$ cat src/rtl/lbist_pkg.sv
package lbist_pkg;
  localparam int CNT_W  = 16;
  localparam int IDLE_W = 3;

  typedef enum logic [2:0] {
    PH_IDLE,
    PH_SGAP,
    PH_SHIFT,
    PH_CPRE,
    PH_CAP,
    PH_CPOST
  } phase_e;

  typedef struct packed {
    logic [CNT_W-1:0]  n_int;
    logic [IDLE_W-1:0] cap_idle;
    logic [IDLE_W-1:0] se_idle;
    logic [1:0]        mode;
  } cfg_t;
endpackage

$ cat src/rtl/lbist_cfg_reg.sv
module lbist_cfg_reg
  import lbist_pkg::*;
(
  input  logic             clk,
  input  logic             rst_n,
  input  logic             we,
  input  logic             priv,
  input  logic [31:0]      wdata,
  input  logic             pl_we,
  input  logic [CNT_W-1:0] pl_wdata,
  input  logic             mode_clr,
  output cfg_t             cfg,
  output logic [CNT_W-1:0] preload,
  output logic [31:0]      rdata
);
  cfg_t             cfg_d, cfg_q;
  logic [CNT_W-1:0] pl_d, pl_q;

  always_comb begin
    cfg_d = cfg_q;
    pl_d  = pl_q;
    if (we && priv) begin
      cfg_d.n_int    = wdata[31:16];
      cfg_d.cap_idle = wdata[10:8];
      cfg_d.se_idle  = wdata[7:5];
      cfg_d.mode     = wdata[1:0];
    end
    if (mode_clr) cfg_d.mode = 2'b00;
    if (pl_we && priv) pl_d = pl_wdata;
  end

  always_ff @(posedge clk or negedge rst_n) begin
    if (!rst_n) begin
      cfg_q.n_int    <= CNT_W'(1);
      cfg_q.cap_idle <= IDLE_W'(1);
      cfg_q.se_idle  <= IDLE_W'(1);
      cfg_q.mode     <= 2'b00;
      pl_q           <= '0;
    end else begin
      cfg_q <= cfg_d;
      pl_q  <= pl_d;
    end
  end

  assign cfg     = cfg_q;
  assign preload = pl_q;
  assign rdata   = {cfg_q.n_int, 5'b0, cfg_q.cap_idle, cfg_q.se_idle, 3'b0, cfg_q.mode};

  // without a privileged write or a completion clear, the register holds
  p_priv_hold_r9: assert property (@(posedge clk) disable iff (!rst_n)
    (!(we && priv) && !mode_clr) |=> $stable(rdata));
endmodule

$ cat src/rtl/lbist_phase_fsm.sv
module lbist_phase_fsm
  import lbist_pkg::*;
#(
  parameter int SHIFT_LEN = 4,
  parameter int PATS      = 2
) (
  input  logic              clk,
  input  logic              rst_n,
  input  logic              launch,
  input  logic              cont,
  input  logic [IDLE_W-1:0] se_idle,
  input  logic [IDLE_W-1:0] cap_idle,
  output logic              scan_en,
  output logic              func_clk_en,
  output logic              misr_log_en,
  output logic              busy,
  output logic              iv_end
);
  localparam int CYC_W = $clog2(SHIFT_LEN + (1 << IDLE_W)) + 1;
  localparam int PAT_W = $clog2(PATS + 1);

  phase_e           st_d, st_q;
  logic [CYC_W-1:0] cyc_d, cyc_q;
  logic [PAT_W-1:0] pat_d, pat_q;
  logic             pat_end;
  phase_e           sh_entry, cap_entry;
  logic [CYC_W-1:0] se_last, cap_last;

  assign sh_entry  = (se_idle  != '0) ? PH_SGAP : PH_SHIFT;
  assign cap_entry = (cap_idle != '0) ? PH_CPRE : PH_CAP;
  assign se_last   = CYC_W'(se_idle)  - CYC_W'(1);
  assign cap_last  = CYC_W'(cap_idle) - CYC_W'(1);

  always_comb begin
    st_d    = st_q;
    cyc_d   = cyc_q + CYC_W'(1);
    pat_d   = pat_q;
    pat_end = 1'b0;
    iv_end  = 1'b0;
    unique case (st_q)
      PH_IDLE: begin
        cyc_d = '0;
        if (launch) begin
          st_d  = sh_entry;
          pat_d = '0;
        end
      end
      PH_SGAP:  if (cyc_q == se_last) begin st_d = PH_SHIFT; cyc_d = '0; end
      PH_SHIFT: if (cyc_q == CYC_W'(SHIFT_LEN - 1)) begin st_d = cap_entry; cyc_d = '0; end
      PH_CPRE:  if (cyc_q == cap_last) begin st_d = PH_CAP; cyc_d = '0; end
      PH_CAP: begin
        cyc_d = '0;
        if (cap_idle != '0) st_d = PH_CPOST;
        else                pat_end = 1'b1;
      end
      PH_CPOST: if (cyc_q == cap_last) pat_end = 1'b1;
      default:  st_d = PH_IDLE;
    endcase
    if (pat_end) begin
      cyc_d = '0;
      if (pat_q == PAT_W'(PATS - 1)) begin
        iv_end = 1'b1;
        pat_d  = '0;
        st_d   = cont ? sh_entry : PH_IDLE;
      end else begin
        pat_d = pat_q + PAT_W'(1);
        st_d  = sh_entry;
      end
    end
  end

  always_ff @(posedge clk or negedge rst_n) begin
    if (!rst_n) begin
      st_q  <= PH_IDLE;
      cyc_q <= '0;
      pat_q <= '0;
    end else begin
      st_q  <= st_d;
      cyc_q <= cyc_d;
      pat_q <= pat_d;
    end
  end

  assign scan_en     = (st_q == PH_SGAP) || (st_q == PH_SHIFT);
  assign func_clk_en = (st_q == PH_SHIFT) || (st_q == PH_CAP);
  assign misr_log_en = (st_q == PH_SHIFT);
  assign busy        = (st_q != PH_IDLE);

  // MISR logging only happens while shifting with the shift clock on
  p_misr_in_shift_r3: assert property (@(posedge clk) disable iff (!rst_n)
    misr_log_en |-> (scan_en && func_clk_en));
  // the capture clock enable is a single-cycle pulse
  p_cap_single_r4: assert property (@(posedge clk) disable iff (!rst_n)
    (func_clk_en && !scan_en) |=> !(func_clk_en && !scan_en));
endmodule

$ cat src/rtl/lbist_seq.sv
module lbist_seq
  import lbist_pkg::*;
#(
  parameter int SHIFT_LEN = 4,
  parameter int PATS      = 2
) (
  input  logic        clk,
  input  logic        rst_n,
  input  logic        cfg_we,
  input  logic        cfg_priv,
  input  logic [31:0] cfg_wdata,
  output logic [31:0] cfg_rdata,
  input  logic        pl_we,
  input  logic [15:0] pl_wdata,
  input  logic        start,
  output logic        scan_en,
  output logic        func_clk_en,
  output logic        misr_log_en,
  output logic [15:0] rom_addr,
  output logic        busy,
  output logic        done,
  output logic        err
);
  cfg_t             cfg;
  logic [CNT_W-1:0] preload;
  logic             accept, launch, iv_end, last_iv, mode_clr;
  logic [CNT_W-1:0] rom_d, rom_q, left_d, left_q;
  logic             done_d, done_q, err_d, err_q, ran_d, ran_q;

  lbist_cfg_reg u_cfg (
    .clk      (clk),
    .rst_n    (rst_n),
    .we       (cfg_we),
    .priv     (cfg_priv),
    .wdata    (cfg_wdata),
    .pl_we    (pl_we),
    .pl_wdata (pl_wdata),
    .mode_clr (mode_clr),
    .cfg      (cfg),
    .preload  (preload),
    .rdata    (cfg_rdata)
  );

  lbist_phase_fsm #(.SHIFT_LEN(SHIFT_LEN), .PATS(PATS)) u_fsm (
    .clk         (clk),
    .rst_n       (rst_n),
    .launch      (launch),
    .cont        (!last_iv),
    .se_idle     (cfg.se_idle),
    .cap_idle    (cfg.cap_idle),
    .scan_en     (scan_en),
    .func_clk_en (func_clk_en),
    .misr_log_en (misr_log_en),
    .busy        (busy),
    .iv_end      (iv_end)
  );

  assign accept   = start && !busy;
  assign launch   = accept && (cfg.n_int != '0);
  assign last_iv  = (left_q == CNT_W'(1));
  assign mode_clr = iv_end && last_iv;

  always_comb begin
    rom_d  = rom_q;
    left_d = left_q;
    done_d = done_q;
    err_d  = err_q;
    ran_d  = ran_q;
    if (accept) begin
      done_d = 1'b0;
      err_d  = (cfg.n_int == '0);
      if (launch) begin
        left_d = cfg.n_int;
        if (cfg.mode[1])      rom_d = preload;
        else if (cfg.mode[0]) rom_d = '0;
        else                  rom_d = ran_q ? rom_q + CNT_W'(1) : '0;
      end
    end
    if (iv_end) begin
      if (last_iv) begin
        done_d = 1'b1;
        ran_d  = 1'b1;
      end else begin
        left_d = left_q - CNT_W'(1);
        rom_d  = rom_q + CNT_W'(1);
      end
    end
  end

  always_ff @(posedge clk or negedge rst_n) begin
    if (!rst_n) begin
      rom_q  <= '0;
      left_q <= '0;
      done_q <= 1'b0;
      err_q  <= 1'b0;
      ran_q  <= 1'b0;
    end else begin
      rom_q  <= rom_d;
      left_q <= left_d;
      done_q <= done_d;
      err_q  <= err_d;
      ran_q  <= ran_d;
    end
  end

  assign rom_addr = rom_q;
  assign done     = done_q;
  assign err      = err_q;

  // during a run the address only holds or steps up by one
  p_addr_step_r1: assert property (@(posedge clk) disable iff (!rst_n)
    (busy && $past(busy)) |-> (rom_addr == $past(rom_addr) || rom_addr == $past(rom_addr) + 16'd1));
  // a start with a zero count flags an error and does not run
  p_zero_cnt_r2: assert property (@(posedge clk) disable iff (!rst_n)
    (start && !busy && cfg_rdata[31:16] == 16'd0) |=> (err && !busy));
  // done is never raised during a run
  p_done_idle_r11: assert property (@(posedge clk) disable iff (!rst_n)
    done |-> !busy);
endmodule

$ cat config.mk
export PLATFORM = sky130hd
export DESIGN_NAME = lbist_seq
export DESIGN_NICKNAME = d
export VERILOG_FILES = /design/src/rtl/lbist_pkg.sv /design/src/rtl/lbist_cfg_reg.sv /design/src/rtl/lbist_phase_fsm.sv /design/src/rtl/lbist_seq.sv
export SDC_FILE = /design/constraint.sdc
export NUM_CORES = 1
export LEC_CHECK = 0
export ABC_AREA = 0
export BUFFER_PORTS_ARGS = -buffer_cell sky130_fd_sc_hd__buf_2
export CELL_PAD_IN_SITES_DETAIL_PLACEMENT = 1
export CELL_PAD_IN_SITES_GLOBAL_PLACEMENT = 1
export CORE_ASPECT_RATIO = 0.7
export CORE_MARGIN = 5
export CORE_UTILIZATION = 40
export DETAILED_ROUTE_END_ITERATION = 12
export PLACE_DENSITY = 0.84
export SETUP_SLACK_MARGIN = 0.3
export SLEW_MARGIN = 20
export SYNTH_ARGS = -nofsm -noshare
export SYNTH_HDL_FRONTEND = slang
export SYNTH_HIERARCHICAL = 1
export SYNTH_SLANG_ARGS = --single-unit
$ cat constraint.sdc
create_clock -name clk -period 3.9 [get_ports clk]
set_clock_uncertainty 0.2 [all_clocks]
set_input_delay 0.975 -clock clk [delete_from_list [all_inputs] [get_ports clk]]
set_output_delay 0.975 -clock clk [all_outputs]
set_load 0.02 [all_outputs]
==> results.md, run 1 <==
- Status: complete, no violations
- First-pass GRT wire length: 23,200 um
- RSZ-0062 raised after global routing: no
- Max Cap Violations: 0
- Dominant synthesized flop cell: dfrtp_1
- Fin util: 47.1%
- Initial Util: 41.3%
- IO Pins: 108
- CTS root buf: clkbuf_16
- Critical path startpoint category: flop
- Vias in the first global route: 4,370
- Main combinational cell family by area after synthesis: simple AND/OR/NAND/NOR gates
- Worst vdd ir: 0.256 mV
- Routed Antenna Nets: 0
- Hold Crit Class: reg -> reg
- Pwr Total: 3.74 mW
- Cells after Synth: 499
- Nets: 629
- #FFs+latches synth: 85
- Post-Synth Simple-Gate Area: 18.1%
- Initial antenna violation count: 0
- Register area: 2130 um2
- Setup TNS Final: 0 ns
- Routed wire per std cell: 19.5 um
- Avg Synthesized Cell Area: 10.4 um2
- Clock buffer depth: 2
- Clock sinks: 85
- Area share of fa/ha/maj cells after synthesis: 1.93%
- Critical path endpoint category: flop
- Worst hold stages: 1
- Synth Area in Compound Gates: 15.1%
- Pwr/cell area: 632 nW/um2
- Area growth syn-to-layout: 14.2%
- Tot GR Track Use: 18.6%
- Layout cells sized above 1: 32.9%
- Worst-Skew Late Latency: 0.35 ns
- Fmax: 296 MHz
- Final Max Slew Viols: 0
- H-tree levels: 3
- Seq/Total Area, Yosys: 41.1%
- CTS Hold Bufs: 0
- Reg clk slew, reported paths: 0.07 ns
- DP HPWL: 10,200 um
- Final Hold Fails: 0
- Via count: 4,237
- Area of the multi-input gates: 2630 um2
- Mux contribution to synthesized area: 12.5%
- DRC Markers: 0
- Critical-path cell list: inv_1 > ha_1 > xnor2_1 > nor2_1 > a41o_2 > and3b_1 > inv_1 > a21oi_4 > a21oi_1 > o311ai_0
- Post-synth EDFFs: 0
- CTS tree: built
- Endpoints failing setup: 0
- Core Box Area: 12,500 um2
- Mapped cell area: 5180 um2
- CP dominant cell by count: inv_1
- Crit path time final: 3.38 ns
- Synth warn: 6
- Data required, critical path: 3.88 ns
- Normalized max-slew margin: 41.2%
- Largest net degree at the start of global routing: 86
- Die footprint: 15,400 um2
- Filler instances: 1,417
- Fin crit share: 86.7%
- Die width: 146 um
- CTS Buf Count: 9
- Critical path peak fanout: 11
- Placer Congestion: 0.815
- Worst R2R Path Depth: 10
- Slew @ Worst Pin: 0.880 ns
- Chip height: 105 um
- Cell variety after synth: 79
- Port-buffer cells: 91
- # rows: 34
- First drt pass iteration count: 4
- WS Path Type: reg -> reg
- Iter 0 DRT Violations: 186
- ANT cells: 0
- Worst EP arrival: 3.36 ns
- Slowest CP cell: a21oi_1
- XOR/XNOR Fraction of Synth Area: 2.15%
- Global route overflow: 0
- Leak pwr: 2.67 nW
- CP max stage delay: 0.62 ns
- Async set or reset register ratio after synthesis: 100%
- Drt via density: 5.77
- Post-Route WL: 14,300 um
synth_stat cells (8+ instances only):
library cell / count / area (um2)
a21o_1: 8 / 60.1
mux2i_1: 12 / 120
inv_1: 17 / 63.8
a21oi_1: 15 / 75.1
a211oi_1: 10 / 75.1
nand2_1: 22 / 82.6
and3_1: 16 / 100
mux2_2: 20 / 225
buf_4: 33 / 248
ha_1: 8 / 100
nor2_1: 23 / 86.3
nor3_1: 25 / 125
mux2_4: 20 / 300
nand3_1: 31 / 155
dfrtp_1: 82 / 2050
cell type report:
cell class / count / share of cell area [%]
tap: 162 / 3.43
clock inverter: 7 / 1.78
sequential: 85 / 36.0
timing repair buffer: 104 / 9.45
inverter: 18 / 1.14
clock buffer: 9 / 3.81
multi-input combinational: 349 / 44.4
critical path: cells and delay by family, from the launching register on:
kind                     cells  cell delay [ns]
flip-flops                   1             0.61
AND/OR/NAND/NOR              2             0.30
XOR/XNOR                     1             0.20
AO/OA/AOI/OAI                4             1.31
buffers and inverters        2             0.27
adder cells (fa/ha/maj)      1             0.31
cell usage in the layout, fill, tap and decap left out, types with 3 or more instances in the layout:
cell,n
buf_2,90
dfrtp_1,82
nand3_1,31
nor3_1,25
nor2_1,23
nand2_1,22
mux2_2,20
mux2_4,20
inv_1,17
and3_1,16
a21oi_1,14
buf_4,13
mux2i_1,12
a211oi_1,10
clkbuf_16,9
a21o_1,8
ha_1,8
conb_1,8
nand4_1,7
o311ai_0,7
or2_2,6
nor2b_1,6
or4_1,5
or3_1,5
nor3b_1,5
xnor2_1,5
xor2_1,5
nand2b_1,4
o31ai_1,4
a32o_1,4
nor4_1,4
o22ai_1,3
and2_1,3
o21ai_0,3
o21a_1,3
o221a_2,3
a211o_1,3
dfstp_2,3
per-stage QoR:
step / cell area [um2] / std cells / setup slack, ns / hold WS [ns]
global route: 5920 / 734 / 0.330 / 0.300
CTS: 5870 / 729 / 0.355 / 0.280
global placement: 5540 / 713 / 0.564 / 0.243
detailed placement: 5540 / 713 / 0.387 / 0.257
floorplan: 5210 / 506 / 0.697 / 0.230
finish: 5920 / 734 / 0.519 / 0.277
metal layers:
layer / share of wire (%) / global-route usage, % / up-vias
met2: 47 / 29.8 / 106
met4: 1.3 / 4.70 / 0
met5: 0 / 0 / -
met3: 5.9 / 5.23 / 16
li1: - / - / 1952
met1: 46 / 25.0 / 2163
cells by family after synthesis:
| family | Yosys count |
|---|---|
| DFF | 85 |
| and+or+nand+nor | 173 |
| buffers and inverters | 72 |
| other | 1 |
| xor gates and xnor gates | 11 |
| muxes | 52 |
| AOI/OAI and AO/OA | 97 |
| adders and majority gates | 8 |
flip-flops by register name, summed over array words and instances, names as in the netlist:
| register | count |
|---|---|
| u_cfg/preload | 16 |
| err | 1 |
| left_q | 16 |
| done | 1 |
| u_fsm/st_q | 3 |
| u_fsm/cyc_q | 5 |
| rom_addr | 16 |
| u_fsm/pat_q | 2 |
| u_cfg/cfg | 24 |
| ran_q | 1 |
final timing paths:
| path | from | to | slack (ns) |
|---|---|---|---|
| setup / recovery | u_cfg/cfg[5]$_DFFE_PN1P_ | rom_addr[5]$_DFF_PN0_ | 0.52 |
| hold / removal | ran_q$_DFFE_PN0P_ | ran_q$_DFFE_PN0P_ | 0.28 |
| setup reg to reg | u_cfg/cfg[5]$_DFFE_PN1P_ | rom_addr[5]$_DFF_PN0_ | 0.52 |
| hold reg to reg | ran_q$_DFFE_PN0P_ | ran_q$_DFFE_PN0P_ | 0.28 |
| max in group asynchronous | rst_n | rom_addr[8]$_DFF_PN0_ | 2.45 |
| min in group asynchronous | rst_n | u_cfg/cfg[15]$_DFFE_PN0P_ | 0.48 |
power breakdown:
part	total (mW)	internal, mW	switching [mW]
Sequential	1.46	1.12	0.341
Clock	0.962	0.572	0.390
Combinational	1.32	0.586	0.735
what timing repair did:
action                     in CTS  in global routing
setup buffers                   0                  5
setup endpoints to repair       0                 20
resized for setup               0                  2
No activity file was read; power rests on OpenSTA's default activity.
==> run 2, diff against run 1 <==
- clock period: 3.9 -> 3.8 ns (I/O delays scaled with it)
==> results.md, run 2 (same netlist as run 1, synthesis figures left out) <==
- Status: complete, no violations
- Slew @ Worst Pin: 0.832 ns
- Max Cap Violations: 0
- Port-buffer cells: 91
- Fmax: 307 MHz
- Reg clk slew, reported paths: 0.06 ns
- Fin util: 47.2%
- Largest net degree at the start of global routing: 86
- Routed Antenna Nets: 0
- CTS root buf: clkbuf_16
- Clock buffer depth: 2
- Layout Cells excl Fill: 733
- Clock sinks: 85
- Crit path time final: 3.26 ns
- Commonest non-fill, non-tap cell in the layout: buf_2
- Iter 0 DRT Violations: 213
- Endpoints failing setup: 0
- # rows: 34
- Leak pwr: 2.67 nW
- Area growth syn-to-layout: 14.3%
- H-tree levels: 3
- Global route overflow: 0
- Setup TNS Final: 0 ns
- Drt via density: 5.80
- CTS Buf Count: 9
- Die width: 146 um
- Max reg flops: 24
- First drt pass iteration count: 4
- Area of the multi-input gates: 2630 um2
- DRC Markers: 0
- Initial Util: 41.3%
- IO Pins: 108
- Layout cells sized above 1: 32.6%
- Worst vdd ir: 0.245 mV
- Design Area, Final: 5920 um2
- Final Hold Fails: 0
- Vias in the first global route: 4,478
- Placer Congestion: 0.838
- Hold Crit Class: reg -> reg
- Die footprint: 15,400 um2
- Placed insts: 714
- Via count: 4,248
- Normalized max-slew margin: 44.4%
- Initial antenna violation count: 0
- First-pass GRT wire length: 23,800 um
- Critical path peak fanout: 11
- Crit path launch: u_cfg/cfg[5]$_DFFE_PN1P_
- Core Box Area: 12,500 um2
- Critical path startpoint category: flop
- Chip height: 105 um
- Post-Route WL: 14,500 um
- Worst EP arrival: 3.29 ns
- CTS tree: built
- CTS Hold Bufs: 0
- Data required, critical path: 3.83 ns
- Filler instances: 1,449
- WS Path Type: reg -> reg
- DP HPWL: 10,500 um
- HP Start: ran_q$_DFFE_PN0P_
- Routed wire per std cell: 19.8 um
- Worst-Skew Late Latency: 0.35 ns
- Reg-to-reg startpoint: u_cfg/cfg[5]$_DFFE_PN1P_
- Most frequent cells in the layout: buf_2, dfrtp_1, nand3_1, nor3_1, nor2_1
- Tot GR Track Use: 19.2%
- Fin crit share: 85.7%
- ANT cells: 0
- Register area: 2130 um2
- Critical path endpoint category: flop
- Final Max Slew Viols: 0
- RSZ-0062 raised after global routing: no
- Nets: 628
- Pwr/cell area: 658 nW/um2
- Placed cell area: 5550 um2
==> run 2: final timing paths <==
kind / slack (ns) / cells after the start / end
worst max-delay path: 0.54 / 11 / left_q[7]$_DFF_PN0_
worst min-delay path: 0.26 / 1 / ran_q$_DFFE_PN0P_
worst max register to register: 0.54 / 11 / left_q[7]$_DFF_PN0_
worst min register to register: 0.26 / 1 / ran_q$_DFFE_PN0P_
max in group asynchronous: 2.39 / 1 / rom_addr[7]$_DFF_PN0_
min in group asynchronous: 0.45 / 1 / u_cfg/cfg[16]$_DFFE_PN0P_
==> run 2: critical path, stage by stage, from the launching register on <==
cell      delay [ns]
dfstp_2         0.60
inv_1           0.08
ha_1            0.21
xor3_1          0.19
nor3_2          0.22
a41o_1          0.24
and3b_1         0.29
inv_1           0.17
a21oi_4         0.25
buf_4           0.25
mux2i_1         0.11
a211oi_1        0.34
==> run 2: through the flow <==
stage	setup WS, ns	total power, mW	hold WS [ns]
after global routing	0.317	4.12	0.301
after CTS	0.491	3.92	0.267
after detailed placement	0.225	2.87	0.252
after global placement	0.421	2.77	0.243
final	0.542	3.90	0.264
after floorplan	0.597	2.47	0.230
==> run 2: layer usage <==
metal / vias up / global-route usage (%) / routed length [um]
met5: - / 0 / 0
met4: 0 / 6.17 / 238
met3: 19 / 5.49 / 897
met2: 120 / 31.2 / 6780
met1: 2159 / 25.0 / 6620
li1: 1950 / - / -
==> run 2: timing repair <==
action                     CTS  global route
gates resized for setup      0             2
pin swaps                    0             0
setup endpoints to repair   11             2
buffers inserted             3             0
==> run 2: cell type report <==
| class | instances | share of cell area (%) |
|---|---|---|
| multi-input cells | 349 | 44.4 |
| flip-flops and latches | 85 | 36.0 |
| repair buffers | 103 | 9.32 |
| clock buffers | 10 | 3.87 |
| well taps | 162 | 3.42 |
| clock inverters | 6 | 1.88 |
| inverters | 18 | 1.14 |
==> run 2: power breakdown <==
group	internal, mW	switching, mW
sequential	1.15	0.352
combinational	0.604	0.777
clock	0.643	0.376
==> run 3, diff against run 2 <==
- clock period: 3.8 -> 3.1 ns (I/O delays scaled with it)
==> results.md, run 3 (same netlist as run 1, synthesis figures left out) <==
- Critical path startpoint category: flop
- Critical path endpoint category: flop
- Largest net degree at the start of global routing: 49
- Data required, critical path: 3.12 ns
- Max reg flops: 24
- Placer Congestion: 0.848
- Combinational share of power: 41.9%
- Post-Route WL: 17,100 um
- Port-buffer cells: 91
- Reg clk slew, reported paths: 0.06 ns
- Fmax: 343 MHz
- CTS tree: built
- Initial Util: 41.3%
- Endpoints failing setup: 0
- Clock sinks: 85
- Die width: 146 um
- ANT cells: 0
- Clock buffer depth: 2
- Switching power: 2.02 mW
- Initial antenna violation count: 0
- RSZ-0062 raised after global routing: yes
- Normalized max-slew margin: 55.9%
- Reg-to-reg startpoint: u_cfg/cfg[5]$_DFFE_PN1P_
- Area growth syn-to-layout: 26.7%
- Fin crit share: 93.9%
- Vias in the first global route: 4,908
- Worst-Skew Late Latency: 0.35 ns
- Pwr/cell area: 762 nW/um2
- Chip height: 105 um
- Pwr Total: 5.00 mW
- Filler instances: 1,378
- Design Area, Final: 6560 um2
- First-pass GRT wire length: 26,400 um
- Hold Crit Class: in -> async
- Global route overflow: 0
- Leak pwr: 2.94 nW
- First drt pass iteration count: 5
- DP HPWL: 11,100 um
- Max Cap Violations: 0
- Clk network pwr share: 21.3%
- Hold_ws: 0.212 ns
- Sequential fraction of design power: 36.9%
- CTS Hold Bufs: 0
- Worst R2R Path Depth: 11
- Setup TNS Final: 0 ns
- Switch share: 40.4%
- Placed cell area: 5700 um2
- Placed insts: 729
- Worst EP arrival: 2.93 ns
- Crit path time final: 2.91 ns
- Core Box Area: 12,500 um2
- Drt via density: 5.89
- CTS Buf Count: 9
- Status: complete, no violations
- Worst r2r dst: left_q[12]$_DFF_PN0_
- Layout Cells excl Fill: 778
- Critical path peak fanout: 5
- Tot GR Track Use: 21.2%
- Routed wire per std cell: 22.0 um
- Slew @ Worst Pin: 0.652 ns
- IO Pins: 108
- # rows: 34
- Commonest non-fill, non-tap cell in the layout: buf_2
- P_int: 2.98 mW
- Die footprint: 15,400 um2
- Layout cells sized above 1: 44.2%
- Final Hold Fails: 0
- Final Max Slew Viols: 0
- Most frequent cells in the layout: buf_2, dfrtp_1, buf_4, nand3_1, nor3_1
- DRC Markers: 0
- H-tree levels: 3
- Nets: 673
- Via count: 4,582
- Routed Antenna Nets: 0
- Iter 0 DRT Violations: 292
- Worst vdd ir: 0.310 mV
- CTS root buf: clkbuf_16
- WS Path Type: reg -> reg
- FF-to-FF setup slack: 0.19 ns
- Area of the multi-input gates: 2880 um2
- Register area: 2140 um2
-- run 3: cell types whose count changed in the layout (fill, tap and decap cells not counted), sizes merged --
cell    previous run  this run
buf              103       147
clkinv             2         1
bufinv             3         0
a21oi             15        16
clkbuf            10        14
-- run 3: stage by stage --
| stage | setup slack, ns | utilization (%) |
|---|---|---|
| after floorplan | 0.198 | - |
| after global placement | 0.172 | 45.4 |
| after detailed placement | 0.0103 | 45.4 |
| after CTS | 0.224 | 50.3 |
| after global routing | 0.124 | 52.3 |
| final | 0.188 | 52.3 |
-- run 3: routing by layer --
layer,global-route usage [%],part of all wire [%],vias to the layer above
met5,0,0,-
met1,27.1,43,2311
met2,35.2,49,186
met4,7.65,2.2,0
met3,5.36,6.2,36
li1,-,-,2049
-- run 3: how the worst max path moves through the flow --
stage	startpoint	end	slack, ns	depth (start not counted)
finish	u_cfg/cfg[5]$_DFFE_PN1P_	left_q[12]$_DFF_PN0_	0.19	11
global route	u_cfg/cfg[5]$_DFFE_PN1P_	left_q[7]$_DFF_PN0_	0.12	13
CTS	u_cfg/cfg[5]$_DFFE_PN1P_	left_q[6]$_DFF_PN0_	0.22	12
detailed placement	u_cfg/cfg[5]$_DFFE_PN1P_	rom_addr[5]$_DFF_PN0_	0.01	11
global placement	u_cfg/cfg[5]$_DFFE_PN1P_	left_q[15]$_DFF_PN0_	0.17	10
floorplan	u_cfg/cfg[5]$_DFFE_PN1P_	left_q[8]$_DFF_PN0_	0.20	11
-- run 3: repair_timing --
| action | in CTS | in global routing |
|---|---|---|
| pin swaps | 27 | 13 |
| setup endpoints to repair | 34 | 32 |
| gates cloned | 1 | 0 |
| resized for setup | 42 | 42 |
| buffers inserted | 18 | 14 |
-- run 3: power by group through the flow --
stage / registers (mW) / logic [mW] / clock network, mW
floorplan: 1.75 / 1.29 / 0
finish: 1.84 / 2.09 / 1.06
CTS: 1.80 / 1.95 / 1.08
detailed placement: 1.80 / 1.81 / 0
global route: 1.88 / 2.25 / 1.12
global placement: 1.77 / 1.70 / 0
-- run 3: area by class of cell --
cell class                      count  share of cell area, %
Multi-Input combinational cell    350                   43.9
Sequential cell                    85                   32.6
Timing Repair Buffer              147                   14.9
Clock buffer                       14                   4.18
Tap cell                          162                   3.09
Inverter                           18                   1.11
Clock inverter                      2                  0.248
-- run 3: worst max-delay path, stage by stage (launching register included) --
cell,delay [ns]
dfstp_2,0.38
buf_4,0.15
o32a_1,0.34
nor3_2,0.23
a41o_1,0.25
and3b_2,0.25
inv_4,0.05
buf_6,0.11
a21oi_4,0.26
buf_6,0.17
mux2i_1,0.25
a211oi_1,0.12
